--- config.mk ---
export PLATFORM = sky130hd
export DESIGN_NAME = fmtrap_top
export DESIGN_NICKNAME = d
export VERILOG_FILES = /design/src/rtl/fmtrap_pkg.sv /design/src/rtl/fmtrap_decode.sv /design/src/rtl/fmtrap_latch.sv /design/src/rtl/fmtrap_status.sv /design/src/rtl/fmtrap_irq.sv /design/src/rtl/fmtrap_top.sv
export SDC_FILE = /design/constraint.sdc
export NUM_CORES = 1
export LEC_CHECK = 0
export ABC_AREA = 1
export BUFFER_PORTS_ARGS = -buffer_cell sky130_fd_sc_hd__buf_4
export CORE_MARGIN = 5
export CORE_UTILIZATION = 42
export DETAILED_ROUTE_END_ITERATION = 10
export GPL_TIMING_DRIVEN = 0
export PLACE_DENSITY = 0.8
export REMOVE_ABC_BUFFERS = 1
export SLEW_MARGIN = 20
export SYNTH_ARGS = -nofsm -noshare
export SYNTH_HDL_FRONTEND = slang
export SYNTH_SLANG_ARGS = --single-unit
--- constraint.sdc ---
create_clock -name clk -period 1.2 [get_ports clk]
set_input_delay 0.18 -clock clk [delete_from_list [all_inputs] [get_ports clk]]
set_output_delay 0.18 -clock clk [all_outputs]
set_load 0.05 [all_outputs]
--- src/rtl/fmtrap_pkg.sv ---
package fmtrap_pkg;
    localparam int DATA_W    = 8;
    localparam int ADDR_W    = 2;
    localparam int CLR_BIT   = 7;
    localparam int SUM_BIT   = 7;
    localparam int T1_OVF    = 6;
    localparam int T2_OVF    = 5;
    localparam int T1_START  = 0;
    localparam int T2_START  = 1;
    localparam int T1_MASK   = 6;
    localparam int T2_MASK   = 5;
    localparam int CTL_EN    = 0;
    localparam int CTL_SMI   = 2;

    typedef struct packed {
        logic idx_wr;
        logic dat_wr;
        logic dat_low;
        logic rd_base;
    } acc_t;
endpackage

--- src/rtl/fmtrap_decode.sv ---
module fmtrap_decode
    import fmtrap_pkg::*;
(
    input  logic [ADDR_W-1:0] addr,
    input  logic              wr,
    input  logic              rd,
    output acc_t              acc
);
    always_comb begin
        acc         = '0;
        acc.idx_wr  = wr && !addr[0];
        acc.dat_wr  = wr && addr[0];
        acc.dat_low = wr && addr[0] && !addr[1];
        acc.rd_base = rd && (addr == '0);
    end
endmodule

--- src/rtl/fmtrap_latch.sv ---
module fmtrap_latch
    import fmtrap_pkg::*;
#(
    parameter int W = DATA_W
) (
    input  logic         clk,
    input  logic         rst_n,
    input  acc_t         acc,
    input  logic [W-1:0] wdata,
    output logic [W-1:0] index_o,
    output logic [W-1:0] data_o
);
    typedef struct packed {
        logic [W-1:0] idx;
        logic [W-1:0] dat;
    } lat_t;

    lat_t lat_d, lat_q;

    always_comb begin
        lat_d = lat_q;
        if (acc.idx_wr) lat_d.idx = wdata;
        if (acc.dat_wr) lat_d.dat = wdata;
    end

    always_ff @(posedge clk) begin
        if (!rst_n) lat_q <= '0;
        else        lat_q <= lat_d;
    end

    assign index_o = lat_q.idx;
    assign data_o  = lat_q.dat;
endmodule

--- src/rtl/fmtrap_status.sv ---
module fmtrap_status
    import fmtrap_pkg::*;
#(
    parameter int           W         = DATA_W,
    parameter logic [W-1:0] TIMER_IDX = 8'h04
) (
    input  logic         clk,
    input  logic         rst_n,
    input  acc_t         acc,
    input  logic [W-1:0] index_q,
    input  logic [W-1:0] wdata,
    output logic [W-1:0] status_o
);
    logic [W-1:0] st_d, st_q;
    logic         hit;

    always_comb begin
        hit  = acc.dat_low && (index_q == TIMER_IDX);
        st_d = st_q;
        if (hit) begin
            if (wdata[CLR_BIT]) st_d = '0;
            if (wdata[T1_START] && !wdata[T1_MASK]) st_d[T1_OVF] = 1'b1;
            if (wdata[T2_START] && !wdata[T2_MASK]) st_d[T2_OVF] = 1'b1;
            if (st_d[T1_OVF] || st_d[T2_OVF]) st_d[SUM_BIT] = 1'b1;
        end
    end

    always_ff @(posedge clk) begin
        if (!rst_n) st_q <= '0;
        else        st_q <= st_d;
    end

    assign status_o = st_q;
endmodule

--- src/rtl/fmtrap_irq.sv ---
module fmtrap_irq
    import fmtrap_pkg::*;
#(
    parameter int W = DATA_W
) (
    input  logic         clk,
    input  logic         rst_n,
    input  acc_t         acc,
    input  logic [W-1:0] ctrl,
    output logic         nmi_o,
    output logic         smi_o
);
    typedef struct packed {
        logic nmi;
        logic smi;
    } req_t;

    req_t req_d, req_q;

    always_comb begin
        req_d = '0;
        if (acc.dat_wr && ctrl[CTL_EN]) begin
            if (ctrl[CTL_SMI]) req_d.smi = 1'b1;
            else               req_d.nmi = 1'b1;
        end
    end

    always_ff @(posedge clk) begin
        if (!rst_n) req_q <= '0;
        else        req_q <= req_d;
    end

    assign nmi_o = req_q.nmi;
    assign smi_o = req_q.smi;
endmodule

--- src/rtl/fmtrap_top.sv ---
module fmtrap_top
    import fmtrap_pkg::*;
#(
    parameter logic [DATA_W-1:0] TIMER_IDX = 8'h04
) (
    input  logic              clk,
    input  logic              rst_n,
    input  logic [ADDR_W-1:0] bus_addr,
    input  logic [DATA_W-1:0] bus_wdata,
    input  logic              bus_wr,
    input  logic              bus_rd,
    input  logic [DATA_W-1:0] cfg_ctrl,
    output logic [DATA_W-1:0] bus_rdata,
    output logic              irq_nmi,
    output logic              irq_smi,
    output logic [DATA_W-1:0] trap_index,
    output logic [DATA_W-1:0] trap_data,
    output logic [DATA_W-1:0] timer_status
);
    acc_t acc;

    fmtrap_decode u_dec (
        .addr (bus_addr),
        .wr   (bus_wr),
        .rd   (bus_rd),
        .acc  (acc)
    );

    fmtrap_latch #(.W(DATA_W)) u_lat (
        .clk     (clk),
        .rst_n   (rst_n),
        .acc     (acc),
        .wdata   (bus_wdata),
        .index_o (trap_index),
        .data_o  (trap_data)
    );

    fmtrap_status #(.W(DATA_W), .TIMER_IDX(TIMER_IDX)) u_st (
        .clk      (clk),
        .rst_n    (rst_n),
        .acc      (acc),
        .index_q  (trap_index),
        .wdata    (bus_wdata),
        .status_o (timer_status)
    );

    fmtrap_irq #(.W(DATA_W)) u_irq (
        .clk   (clk),
        .rst_n (rst_n),
        .acc   (acc),
        .ctrl  (cfg_ctrl),
        .nmi_o (irq_nmi),
        .smi_o (irq_smi)
    );

    always_comb begin
        bus_rdata = '0;
        if (acc.rd_base) bus_rdata = timer_status;
    end
endmodule

; ---- Word-level counts from Yosys, hierarchy flattened
; Cells that the tools add are included.
[op_classes]
eq_ne = 1
n_mux = 9
reduce_logical = 17
[ops]
columns = operator, count
row1 = 8-bit 2-to-1 mux, 2
row2 = "8-bit by 3-bit == test with 1-bit output, second input constant", 1
row3 = 1-bit logical AND, 8
row4 = 1-bit 2-to-1 mux, 7
row5 = 1-bit logical NOT, 4
row6 = 2-bit AND reduction, 2
row7 = 2-bit logical NOT, 1
row8 = 2-bit nonzero test, 1
row9 = 1-bit logical OR, 1
[word_totals]
register_bits = 21
inputBits = 22
out_inout_bits = 34
word_cells = 33

; ---- Depth between registers and ports, before layout
[depth]
ltp_word = 7
ltp_mapped = 8
ltp_nobuf = 8

; ---- Hierarchy
; From an unflattened synthesis, not the netlist that was laid out.
[unflattened]
cells_unflattened = 164
hier_area_um2 = 1082.3
[modules_own_cells]
columns = mod, instances, cells_each, area_each_um2, seq_area_each_um2
row1 = fmtrap_latch, 1, 94, 675.6, 320.3
row2 = fmtrap_status, 1, 39, 252.7, 60.1
row3 = fmtrap_top, 1, 17, 65.1, 0.0
row4 = fmtrap_irq, 1, 6, 56.3, 40.0
row5 = fmtrap_decode, 1, 8, 32.5, 0.0

; ---- Worst setup path before layout
; Ideal clock, no wire load.
[synth_path]
path_kind = register to output
from = register u_st.st_q[5], in the netlist u_st.status_o[5]
to = output port bus_rdata[5]
arrival_ns = 1.414
required_ns = 1.020
setup_slack_ns = -0.394
stages_incl_launch_ff = 3
path_buffers = 0
path_cell_list = dfxtp_1 > inv_1 > nor2_1
[synth_between]
elab_chain_len = 1
[synth_rtl]
columns = item, line
row1 = start: declaration, fmtrap_status.sv:14  ; logic [W-1:0] st_d, st_q;
row2 = start signal: assignment, fmtrap_status.sv:30  ; else st_q <= st_d;
row3 = 8-bit 2-to-1 mux, fmtrap_top.sv:58  ; if (acc.rd_base) bus_rdata = timer_status;
row4 = end: declaration, fmtrap_top.sv:13  ; output logic [DATA_W-1:0] bus_rdata,
; No other way between the ends.

; ---- Worst setup path after layout
; Ends and elaborated chain as after synthesis.

==> metrics list <==
- CTS buffer count: 3
* Share of flip-flops with an asynchronous set or reset: 0
- At the end of the flow, the number of nets in the layout was 191.
* Clock latency at the later pin of the worst-skew pair: 300 ps
* Slowest cell on crit path: dfxtp_2
* Synth top area cells: dfxtp_1 45%, nor2_1 8.9%, o21ai_0 8.6%, buf_4 8.1%, inv_1 6.9%
* Skew final: 1.69 ps
- Overall die area: 3250 um2
* Leakage: 0.643 nW
- Cell Rows: 17
* First DRT Iteration DRCs: 25
- Post-synth cell types: 18
* Data required time at the worst endpoint: 1020 ps
- IR analysis of the VDD net gives a maximum drop of 0.829 mV.
- Syn_area_per_cell: 7.26 um2
- Ports placed on the boundary: 56
- Worst reg2reg setup slack: 130 ps
- The critical path is of the register to primary output type.
- Based on the critical path, the design can be clocked at up to 845 MHz.
* Max-cap violations: 0
* Status: completed
- After detailed routing, the average wire length per cell comes to ~12 um.
- Vias in the first global route: 848
- After detailed routing, the number of remaining DRC violations is 0.
- Area share of the largest cell type after synthesis: 0.452
- Detailed routing inserted a total of 925 vias.
- Of the total power, the share spent switching nets is 0.356.
- Counting the fill cells in the layout gives 212.
* Final setup violating endpoints: 0
* Area of the mapped netlist: 930 um2
* Number of antenna violations at the first check in global routing: 0
* Initial Util: 0.428
- Period Utilization, post-route: 0.986
- Setup slack closes at 17.2 ps.
- WHS Endpoint: u_irq.nmi_o
* Wire length after detailed routing: approximately 2.3 mm
* Destination of the worst register-to-register timing path: u_st.status_o[5]
- Global routing usage summed across all routing layers: 0.140
- Pins Over Slew Limit: 0
- The signal on the critical path passes through inv_2, nor2_2, buf_6.
* Most common cell in the synthesized netlist: nor2_1
- Of the synthesized area, sequential elements account for 0.452.
* Fin Setup TNS: 0 ps
- In this run the standard cell core region covers between 2000 and 2500 um2.
- Measured along the y axis, the die boundary spans 57.0 um.
* Chip Width: 57.0 um
- Time the worst path needs with I/O delays and setup: around 1200 ps
- The first global-routing pass estimated 3.62 mm of wire.
* Gr ovfl total: 0
* Clk root buf: clkbuf_4
- The internal power of the cells totals approximately 1 mW.
* Proportion of power drawn by the clock network: 0.222
- Hold violation total from the final report: 0
- Area overhead of the layout relative to synthesis: 35.7%
- In this run, synthesis produced a sequential element count of 21.
* Power share of the sequential group: 0.500
* Fraction of final layout cells sized beyond drive strength 1: 0.345
- Critical Path Fanout Max: 3
- Top flip-flop cell by instance count after synthesis: dfxtp_1
- After detailed routing, the number of vias per cell comes to 4.72.
- Remaining antenna violation count: 0
- Hold/Removal Path Class: primary input to register
- Most instantiated cells after synthesis: 22 x nor2_1, 21 x dfxtp_1, 17 x inv_1
- During placement, the flow inserted port buffers numbering 39.
- Crit path DAT: 1000 ps
- Of the total power, combinational logic draws 0.277.
- Hold Path Depth: 2
* Post-Route Hold Slack: about 30 ps
* H-tree depth: 1
* Number of cells traversed by the worst register-to-register path: 5
* TritonCTS clock tree: done
- The worst hold path begins at cfg_ctrl[2].
- Dpl ws: 67.1 ps
* Critical path's largest stage delay: between 300 and 400 ps
- The first detailed-routing pass took 4 iterations.
- The repair_antennas step left the layout with diodes totalling 0.
- For this design the total switching power over the nets is about 0.54 mW.
- The startpoint identified for the worst register-to-register timing path is u_lat.index_o[7].
* Synthesized netlist cell count: 128
- Total power per unit cell area: between 1000 and 1500 nW/um2
- The synthesized design spends more area on one cell type than any other, namely dfxtp_1.
- The placed instances occupy a cell area of 1200 um2.
- During synthesis, Yosys emitted a total of 0 warnings.
* CTS Buffer Depth: 2
* Detailed-placement wirelength estimate: 1.76 mm
- Finished Cell Area: around 1300 um2
- Entering global routing, the biggest net connects 20 pins.
- Clock-pin slew was measured on the worst setup and hold paths at 110 ps.
- Clock Sinks: 21
- CP startpoint kind: register
* Gp weighted congestion: slightly below 0.8
- Kind of end point of the critical path: primary output
- The synthesized design contains 0 enable-type register cells.
-- layout by cell type (no fill, tap or decap) --
cell type	synthesis	layout
buf_4	10	38
nor2_1	22	19
dfxtp_1	21	18
inv_1	17	16
o21ai_0	16	16
nand2_1	13	13
a21oi_1	10	10
conb_1	1	10
nand3_1	4	4
nor2_2	1	4
nand2_2	3	3
clkbuf_4	0	3
buf_6	0	3
dfxtp_2	0	3
inv_2	1	2
nor4_1	2	2
nor2_4	1	1
or2_1	1	1
nand4_1	1	1
clkinv_2	0	1
-- area by class of cell --
| cell class | instances | area [um2] | area share |
|---|---|---|---|
| timing repair buffer | 41 | 319 | 0.253 |
| inverter | 18 | 67.6 | 0.0536 |
| sequential | 21 | 424 | 0.336 |
| clock inverter | 1 | 5.00 | 0.00397 |
| multi-input combinational | 84 | 388 | 0.308 |
| clock buffer | 3 | 22.5 | 0.0179 |
| tap | 28 | 35.0 | 0.0278 |
-- worst max path at each step --
stage / start / to / slack (ps) / cells after the start
3_3_place_gp: bus_addr[0] / u_st.status_o[6] / 100 / 8
5_1_grt: u_st.status_o[5] / bus_rdata[5] / -50 / 3
4_1_cts: u_st.status_o[5] / bus_rdata[5] / 10 / 3
3_5_place_dp: bus_addr[0] / u_st.status_o[5] / 70 / 8
6_report: u_st.status_o[5] / bus_rdata[5] / 20 / 3
2_1_floorplan: u_st.status_o[5] / bus_rdata[5] / -390 / 2
-- state kept, by name, summed over array words and instances (netlist names) --
name	cells
u_lat.data_o	8
u_lat.index_o	8
u_st.status_o	3
u_irq.nmi_o	1
u_irq.smi_o	1
-- power by group through the flow --
stage                     clock network [mW]  logic [mW]  registers [mW]
after floorplan                            0       0.156           0.898
after global placement                     0       0.411           0.769
after detailed placement                   0       0.417           0.771
after CTS                              0.339       0.418           0.755
after global routing                   0.369       0.447           0.761
final                                  0.336       0.418           0.755
-- metal layers --
layer  routed length [um]  up-vias  GRT usage  share of wire
met5                    0        -          0              0
met4                   44        0     0.0695          0.019
met3                  213        4     0.0362          0.092
met2                 1160       45      0.230           0.50
met1                  902      420      0.168           0.39
li1                     -      456          -              -
-- metrics by stage --
step / util / power (mW) / cells
3_5_place_dp: 0.551 / 1.19 / 190
6_report: 0.581 / 1.51 / 196
3_3_place_gp: 0.551 / 1.18 / 190
4_1_cts: 0.571 / 1.51 / 194
5_1_grt: 0.581 / 1.58 / 196
2_1_floorplan: - / 1.05 / 123
-- worst max-delay path: cells and delay by family, from the launching register on --
family | cells | cell delay [ps]
DFF | 1 | 370
buffers and inverters | 2 | 230
and+or+nand+nor | 1 | 110
-- kinds of logic (layout without fill, tap and decap cells) --
kind of cell           count (synthesis)  in the layout  synth area share
other                                  1             10           0.00403
buffers and inverters                 32             63             0.175
AO/OA/AOI/OAI                         26             26             0.140
AND/OR/NAND/NOR                       48             48             0.229
flip-flops                            21             21             0.452
-- timing repair --
item,in CTS,in global routing
endpoints found under the setup margin,3,3
hold buffers,0,0
buffers inserted,0,2
resized for setup,6,4
pin swaps,0,2
No activity file was read; power rests on OpenSTA's default activity.
